File: src/rtl/nptr_pkg.sv
package nptr_pkg;

   typedef enum logic [3:0] {
      OP_NOP,
      OP_XCH,
      OP_XCH_INC,
      OP_XCH_DEC,
      OP_STORE_IMM,
      OP_ACC_TO_DIG,
      OP_DIG_TO_ACC,
      OP_SWAP_ROW,
      OP_LOAD_PTR,
      OP_XCH_DIRECT
   } nptr_op_e;

   typedef struct packed {
      nptr_op_e   op;
      logic [1:0] r;
      logic [3:0] d;
   } nptr_cmd_t;

endpackage

File: src/rtl/nptr_decode.sv
module nptr_decode
   import nptr_pkg::*;
(
   input  logic [7:0] op_byte,
   input  logic [7:0] arg_byte,
   output nptr_cmd_t  cmd
);

   localparam logic [7:0] PFX_LOAD   = 8'h33;
   localparam logic [7:0] PFX_DIRECT = 8'h23;
   localparam logic [7:0] OPC_A2D    = 8'h50;
   localparam logic [7:0] OPC_D2A    = 8'h4E;
   localparam logic [7:0] OPC_SWROW  = 8'h12;

   always_comb begin
      cmd.op = OP_NOP;
      cmd.r  = op_byte[5:4];
      cmd.d  = op_byte[3:0];
      if (op_byte == PFX_LOAD) begin
         cmd.r = arg_byte[5:4];
         cmd.d = arg_byte[3:0];
         if (arg_byte[7]) cmd.op = OP_LOAD_PTR;
      end else if (op_byte == PFX_DIRECT) begin
         cmd.r = arg_byte[5:4];
         cmd.d = arg_byte[3:0];
         if (arg_byte[7]) cmd.op = OP_XCH_DIRECT;
      end else if (op_byte == OPC_A2D) begin
         cmd.op = OP_ACC_TO_DIG;
      end else if (op_byte == OPC_D2A) begin
         cmd.op = OP_DIG_TO_ACC;
      end else if (op_byte == OPC_SWROW) begin
         cmd.op = OP_SWAP_ROW;
      end else if (op_byte[7:4] == 4'b0111) begin
         cmd.op = OP_STORE_IMM;
      end else if (op_byte[7:6] == 2'b00) begin
         case (op_byte[3:0])
            4'h4:    cmd.op = OP_XCH_INC;
            4'h6:    cmd.op = OP_XCH;
            4'h7:    cmd.op = OP_XCH_DEC;
            4'h8, 4'h9, 4'hA, 4'hB, 4'hC, 4'hD, 4'hE, 4'hF: begin
               cmd.op = OP_LOAD_PTR;
               cmd.d  = op_byte[3:0] + 4'd1;
            end
            default: cmd.op = OP_NOP;
         endcase
      end
   end

endmodule

File: src/rtl/nptr_ram.sv
module nptr_ram #(
   parameter int ROW_W = 2,
   parameter int DIG_W = 4,
   parameter int NIB_W = 4
) (
   input  logic             clk,
   input  logic             rst_n,
   input  logic             we,
   input  logic [ROW_W-1:0] acc_row,
   input  logic [DIG_W-1:0] acc_dig,
   input  logic [NIB_W-1:0] wdata,
   output logic [NIB_W-1:0] rdata,
   input  logic [ROW_W-1:0] pk_row,
   input  logic [DIG_W-1:0] pk_dig,
   output logic [NIB_W-1:0] pk_data
);

   localparam int ADDR_W = ROW_W + DIG_W;
   localparam int CELLS  = 1 << ADDR_W;

   logic [NIB_W-1:0]  mem_q [CELLS];
   logic [ADDR_W-1:0] addr;
   logic [ADDR_W-1:0] pk_addr;

   assign addr    = {acc_row, acc_dig};
   assign pk_addr = {pk_row, pk_dig};
   assign rdata   = mem_q[addr];
   assign pk_data = mem_q[pk_addr];

   always_ff @(posedge clk or negedge rst_n) begin
      if (!rst_n) begin
         for (int i = 0; i < CELLS; i++) mem_q[i] <= '0;
      end else if (we) begin
         mem_q[addr] <= wdata;
      end
   end

   // a write lands in the addressed cell at the next edge
   p_write_lands_r5: assert property (@(posedge clk) disable iff (!rst_n)
      we |=> mem_q[$past(addr)] == $past(wdata));

endmodule

File: src/rtl/nptr_bptr.sv
module nptr_bptr
   import nptr_pkg::*;
#(
   parameter int ROW_W = 2,
   parameter int DIG_W = 4,
   parameter int NIB_W = 4
) (
   input  logic             clk,
   input  logic             rst_n,
   input  logic             valid,
   input  nptr_cmd_t        cmd,
   input  logic [NIB_W-1:0] acc,
   output logic [ROW_W-1:0] row_q,
   output logic [DIG_W-1:0] dig_q,
   output logic             wrap
);

   localparam logic [DIG_W-1:0] DIG_MAX = '1;

   logic             run_q;
   logic             is_load;
   logic [ROW_W-1:0] row_n;
   logic [DIG_W-1:0] dig_n;
   logic [ROW_W-1:0] flip;

   assign flip    = cmd.r[ROW_W-1:0];
   assign is_load = valid && (cmd.op == OP_LOAD_PTR);

   always_comb begin
      row_n = row_q;
      dig_n = dig_q;
      wrap  = 1'b0;
      if (valid) begin
         case (cmd.op)
            OP_XCH:        row_n = row_q ^ flip;
            OP_XCH_INC: begin
               row_n = row_q ^ flip;
               dig_n = dig_q + 1'b1;
               wrap  = (dig_q == DIG_MAX);
            end
            OP_XCH_DEC: begin
               row_n = row_q ^ flip;
               dig_n = dig_q - 1'b1;
               wrap  = (dig_q == '0);
            end
            OP_STORE_IMM:  dig_n = dig_q + 1'b1;
            OP_ACC_TO_DIG: dig_n = acc[DIG_W-1:0];
            OP_SWAP_ROW:   row_n = acc[ROW_W-1:0];
            OP_LOAD_PTR: begin
               if (!run_q) begin
                  row_n = flip;
                  dig_n = cmd.d[DIG_W-1:0];
               end
            end
            default: ;
         endcase
      end
   end

   always_ff @(posedge clk or negedge rst_n) begin
      if (!rst_n) begin
         row_q <= '0;
         dig_q <= '0;
         run_q <= 1'b0;
      end else begin
         row_q <= row_n;
         dig_q <= dig_n;
         if (valid) run_q <= is_load;
      end
   end

   p_inc_step_r3: assert property (@(posedge clk) disable iff (!rst_n)
      (valid && cmd.op == OP_XCH_INC) |=> dig_q == $past(dig_q) + 1'b1);

   p_dec_step_r4: assert property (@(posedge clk) disable iff (!rst_n)
      (valid && cmd.op == OP_XCH_DEC) |=> dig_q == $past(dig_q) - 1'b1);

   p_load_run_r10: assert property (@(posedge clk) disable iff (!rst_n)
      (is_load && run_q) |=> ($stable(row_q) && $stable(dig_q)));

endmodule

File: src/rtl/nptr_exec_unit.sv
module nptr_exec_unit
   import nptr_pkg::*;
#(
   parameter int ROW_W = 2,
   parameter int DIG_W = 4,
   parameter int NIB_W = 4
) (
   input  logic             clk,
   input  logic             rst_n,
   input  logic             instr_valid,
   input  logic [7:0]       op_byte,
   input  logic [7:0]       arg_byte,
   output logic             skip_next,
   output logic [NIB_W-1:0] acc,
   output logic [ROW_W-1:0] b_row,
   output logic [DIG_W-1:0] b_digit,
   input  logic [ROW_W-1:0] peek_row,
   input  logic [DIG_W-1:0] peek_digit,
   output logic [NIB_W-1:0] peek_data
);

   generate
      if (ROW_W < 1 || ROW_W > 2) begin : g_bad_row
         $error("ROW_W must be 1 or 2: the opcode row operand is 2 bits");
      end
      if (DIG_W != 4) begin : g_bad_dig
         $error("DIG_W must be 4: opcodes carry a 4-bit digit");
      end
      if (NIB_W != DIG_W) begin : g_bad_nib
         $error("NIB_W must equal DIG_W for digit/accumulator copies");
      end
   endgenerate

   nptr_cmd_t        cmd;
   logic             wrap;
   logic [NIB_W-1:0] acc_q;
   logic             skip_q;
   logic             ram_we;
   logic [NIB_W-1:0] ram_wdata;
   logic [NIB_W-1:0] ram_rdata;
   logic [ROW_W-1:0] xr;
   logic [DIG_W-1:0] xd;
   logic             direct;
   logic             swaps;

   nptr_decode u_dec (
      .op_byte (op_byte),
      .arg_byte(arg_byte),
      .cmd     (cmd)
   );

   nptr_bptr #(.ROW_W(ROW_W), .DIG_W(DIG_W), .NIB_W(NIB_W)) u_ptr (
      .clk  (clk),
      .rst_n(rst_n),
      .valid(instr_valid),
      .cmd  (cmd),
      .acc  (acc_q),
      .row_q(b_row),
      .dig_q(b_digit),
      .wrap (wrap)
   );

   assign direct = (cmd.op == OP_XCH_DIRECT);
   assign swaps  = (cmd.op == OP_XCH) || (cmd.op == OP_XCH_INC) ||
                   (cmd.op == OP_XCH_DEC) || direct;
   assign xr     = direct ? cmd.r[ROW_W-1:0] : b_row;
   assign xd     = direct ? cmd.d[DIG_W-1:0] : b_digit;

   assign ram_we    = instr_valid && (swaps || cmd.op == OP_STORE_IMM);
   assign ram_wdata = (cmd.op == OP_STORE_IMM) ? cmd.d[NIB_W-1:0] : acc_q;

   nptr_ram #(.ROW_W(ROW_W), .DIG_W(DIG_W), .NIB_W(NIB_W)) u_ram (
      .clk    (clk),
      .rst_n  (rst_n),
      .we     (ram_we),
      .acc_row(xr),
      .acc_dig(xd),
      .wdata  (ram_wdata),
      .rdata  (ram_rdata),
      .pk_row (peek_row),
      .pk_dig (peek_digit),
      .pk_data(peek_data)
   );

   always_ff @(posedge clk or negedge rst_n) begin
      if (!rst_n) begin
         acc_q  <= '0;
         skip_q <= 1'b0;
      end else begin
         skip_q <= wrap;
         if (instr_valid) begin
            if (swaps)                          acc_q <= ram_rdata;
            else if (cmd.op == OP_DIG_TO_ACC)   acc_q <= b_digit;
            else if (cmd.op == OP_SWAP_ROW)     acc_q <= {{(NIB_W-ROW_W){1'b0}}, b_row};
         end
      end
   end

   assign acc       = acc_q;
   assign skip_next = skip_q;

   p_skip_cause_r12: assert property (@(posedge clk) disable iff (!rst_n)
      skip_next |-> $past(instr_valid));

   p_idle_hold_r13: assert property (@(posedge clk) disable iff (!rst_n)
      !instr_valid |=> ($stable(acc) && $stable(b_row) && $stable(b_digit) && !skip_next));

   p_direct_keeps_ptr_r11: assert property (@(posedge clk) disable iff (!rst_n)
      (instr_valid && direct) |=> ($stable(b_row) && $stable(b_digit)));

endmodule

File: config.mk
export PLATFORM = sky130hd
export DESIGN_NAME = nptr_exec_unit
export DESIGN_NICKNAME = d
export VERILOG_FILES = /design/src/rtl/nptr_pkg.sv /design/src/rtl/nptr_decode.sv /design/src/rtl/nptr_ram.sv /design/src/rtl/nptr_bptr.sv /design/src/rtl/nptr_exec_unit.sv
export SDC_FILE = /design/constraint.sdc
export NUM_CORES = 1
export LEC_CHECK = 0
export ABC_AREA = 1
export BUFFER_PORTS_ARGS = -buffer_cell sky130_fd_sc_hd__clkbuf_2
export CAP_MARGIN = 20
export CORE_ASPECT_RATIO = 0.6
export CORE_MARGIN = 2
export CORE_UTILIZATION = 30
export DETAILED_ROUTE_END_ITERATION = 7
export GPL_ROUTABILITY_DRIVEN = 0
export MAX_ROUTING_LAYER = met4
export SETUP_SLACK_MARGIN = 0.2
export SLEW_MARGIN = 20
export SYNTH_ARGS = -nofsm -noshare
export SYNTH_HDL_FRONTEND = slang
export SYNTH_HIERARCHICAL = 1
export SYNTH_SLANG_ARGS = --single-unit
File: constraint.sdc
create_clock -name clk -period 2.2 [get_ports clk]
set_input_delay 0.44 -clock clk [delete_from_list [all_inputs] [get_ports clk]]
set_output_delay 0.44 -clock clk [all_outputs]
set_load 0.1 [all_outputs]
==> out/metrics.csv <==
metric,value,unit
status,finished with violations,
failed_checks,negative setup slack,
endpoint,acc[0],
ioPinCount,40,
numCtsBuffers,27,
dieArea,56200,µm²
rsz0062_at_grt,true,
power,0.0220,W
ant_nets,0,
die_w,305,µm
relSlewSlack,62.3,%
maxCapViolCount,0,
gr-usage-met3,8.11,%
ys_ff_latch,268,
r2r-start,u_ptr/dig_q[0],
hold_viol,0,
drc_errors,0,
stdcell_area,24400,µm²
required,2.74,ns
path_clk_slew,0.07,ns
ir_drop,0.638,mV
row_count,66,
grtUsageMet2,31.8,%
drv_slew,0,
die_h,184,µm
worstReg2RegEnd,acc[2],
final_cell_mix,"nand2_1 (1008), dfrtp_1 (268), nand3_1 (241), nand2_2 (187), buf_4 (178)",
wl,68600,µm
grt_max_degree,51,
place_area,19400,µm²
clk_latency,0.60,ns
async_reset_ff_share,100,%
nets,2797,
end_kind,register,
gr-max-usage-layer,met1,
synth_edf_count,0,
setup_violations,264,
worst-setup-path-type,in -> reg,
nFillCells,5187,
crit_slowest_cell,bufbuf_16,
critPathMaxStageDelay,0.28,ns
clockRootBuffer,clkbuf_16,
antenna_found_initial,2,
crit_family,simple AND/OR/NAND/NOR gates,
h-tree-depth,1,
clock_skew,0.0248,ns
grt_pass1_wl,103000,µm
syn_nets,2537,
dr.pass1.iters,6,
reg2regPathDepth,18,
grt_overflow,0,
ys_seq_area_share,41.2,%
port_buffers,38,
floorplan.initialDensity,30.2,%
hold_class,in -> reg,
layout_commonest_cell,nand2_1,
core,53900,µm²
crit_cells,27,
fmax,349,MHz
area_growth,49.9,%
wire_per_inst,19.6,µm
syn_area,16300,µm²
dp_hpwl,44400,µm
synthesis.instances,2507,
cp-start-kind,primary input,
crit_path_frequent_cell,nand2_1,
worstPathArrival,3.41,ns
leakagePower,11.0,nW
synth_flop_cell,dfrtp_1,
multiInputGateArea,11000,µm²
crit_fanout,8,
min-delay-start,instr_valid,
p_per_area,902,nW/µm²
crit_buf_inv,8,
fin_crit,2.86,ns
yosys_warnings,6,
synth.avg_cell_area,6.50,µm²
vias,18500,
grt_use_total,24.5,%
fin_crit_sh,130,%
max-clock-path-buffers,3,
worstMarginPinSlew,0.568,ns
register_area,6710,µm²
drt_iter0_drc,2472,
drive_above_1_share,32.3,%
vias_per_cell,5.28,
cts.sinks,268,
reg2reg_setup_slack,-0.13,ns
grt_pass1_vias,16400,
cp-startpoint,op_byte[0],
cts_tree,built,
ys_types,30,
worst_slack,-0.662,ns
met1_usage,35.8,%
power breakdown:
group          internal [W]  leakage, nW  switching (W)
registers           0.00533         3.57       0.000423
logic               0.00433         6.98        0.00692
clock network       0.00289        0.467        0.00212
state kept, by name (all words and copies together) (netlist names):
signal	flops
u_ram/mem_q	256
skip_next	1
u_ptr/dig_q	4
u_ptr/row_q	2
acc	4
u_ptr/run_q	1
worst min path at each step:
stage                     slack, ns                to  cells after the start
final                          0.22       u_ptr/run_q                      3
after CTS                      0.20       u_ptr/run_q                      3
after global routing           0.22       u_ptr/run_q                      3
after floorplan                0.14            acc[0]                      0
after global placement         0.36  u_ram/mem_q[228]                      1
after detailed placement       0.36  u_ram/mem_q[255]                      1
synthesized netlist by cell type, types with 2 or more instances:
| library cell | n | area [µm²] |
|---|---|---|
| nand2_1 | 1280 | 4800 |
| dfrtp_1 | 268 | 6710 |
| o21ai_0 | 265 | 1330 |
| nand3_1 | 249 | 1250 |
| clkbuf_1 | 101 | 379 |
| inv_1 | 86 | 323 |
| nor2_1 | 62 | 233 |
| a21oi_1 | 41 | 205 |
| buf_2 | 27 | 135 |
| nand4_1 | 25 | 156 |
| o21ai_1 | 22 | 110 |
| nor3_1 | 13 | 65.1 |
| buf_1 | 12 | 45.0 |
| inv_2 | 9 | 33.8 |
| nor4_4 | 8 | 170 |
| nand2_2 | 7 | 43.8 |
| ha_1 | 5 | 62.6 |
| nor2_2 | 5 | 31.3 |
| o21ai_2 | 5 | 43.8 |
| nor2_4 | 4 | 45.0 |
| nand3_2 | 2 | 20.0 |
| o21a_1 | 2 | 15.0 |
| xor2_1 | 2 | 17.5 |
timing repair:
action / in CTS / in global routing
setup buffers: 70 / 29
resized for setup: 465 / 396
endpoints found under the hold margin: 27 / 0
hold buffers: 1 / 0
pin swaps: 72 / 68
setup endpoints to repair: 274 / 276
gates cloned: 11 / 2
cells by family (layout without fill, tap and decap cells):
| logic type | after synthesis | in the layout | share of synthesized area [%] |
|---|---|---|---|
| xor gates and xnor gates | 2 | 2 | 0.108 |
| adders and majority gates | 5 | 5 | 0.384 |
| and+or+nand+nor | 1658 | 1658 | 42.0 |
| other | 0 | 1 | 0 |
| AOI/OAI and AO/OA | 337 | 337 | 10.6 |
| DFF | 268 | 268 | 41.2 |
| buffers and inverters | 237 | 518 | 5.70 |
per-stage QoR:
| step | setup WS (ns) | util, % | std cells | TNS, ns | hold WS [ns] |
|---|---|---|---|---|---|
| floorplan | -0.621 | - | 2507 | -136.45 | 0.144 |
| global placement | -1.36 | 35.9 | 3339 | -278.07 | 0.365 |
| detailed placement | -1.36 | 35.9 | 3339 | -278.91 | 0.364 |
| CTS | -0.480 | 42.4 | 3471 | -66.32 | 0.205 |
| global route | -0.799 | 45.3 | 3503 | -159.92 | 0.224 |
| finish | -0.662 | 45.3 | 3503 | -137.67 | 0.219 |
metal layers:
layer / routed length (µm) / up-vias
li1: - / 8628
met1: 31200 / 8708
met2: 26700 / 1011
met3: 8840 / 139
met4: 1780 / 0
met5: 0 / -
worst min-delay path, stage by stage:
cell,delay [ns]
clkbuf_2,0.10
buf_4,0.13
o21a_1,0.11
layout make-up:
cell class | instances | area share [%]
diodes | 1 | 0.0102
well taps | 714 | 3.66
multi-input cells | 2002 | 44.9
inverters | 97 | 1.68
repair buffers | 371 | 18.4
clock buffers | 45 | 3.54
flip-flops and latches | 268 | 27.5
clock inverters | 5 | 0.323
Note: power is estimated with default switching activity, not from simulation.
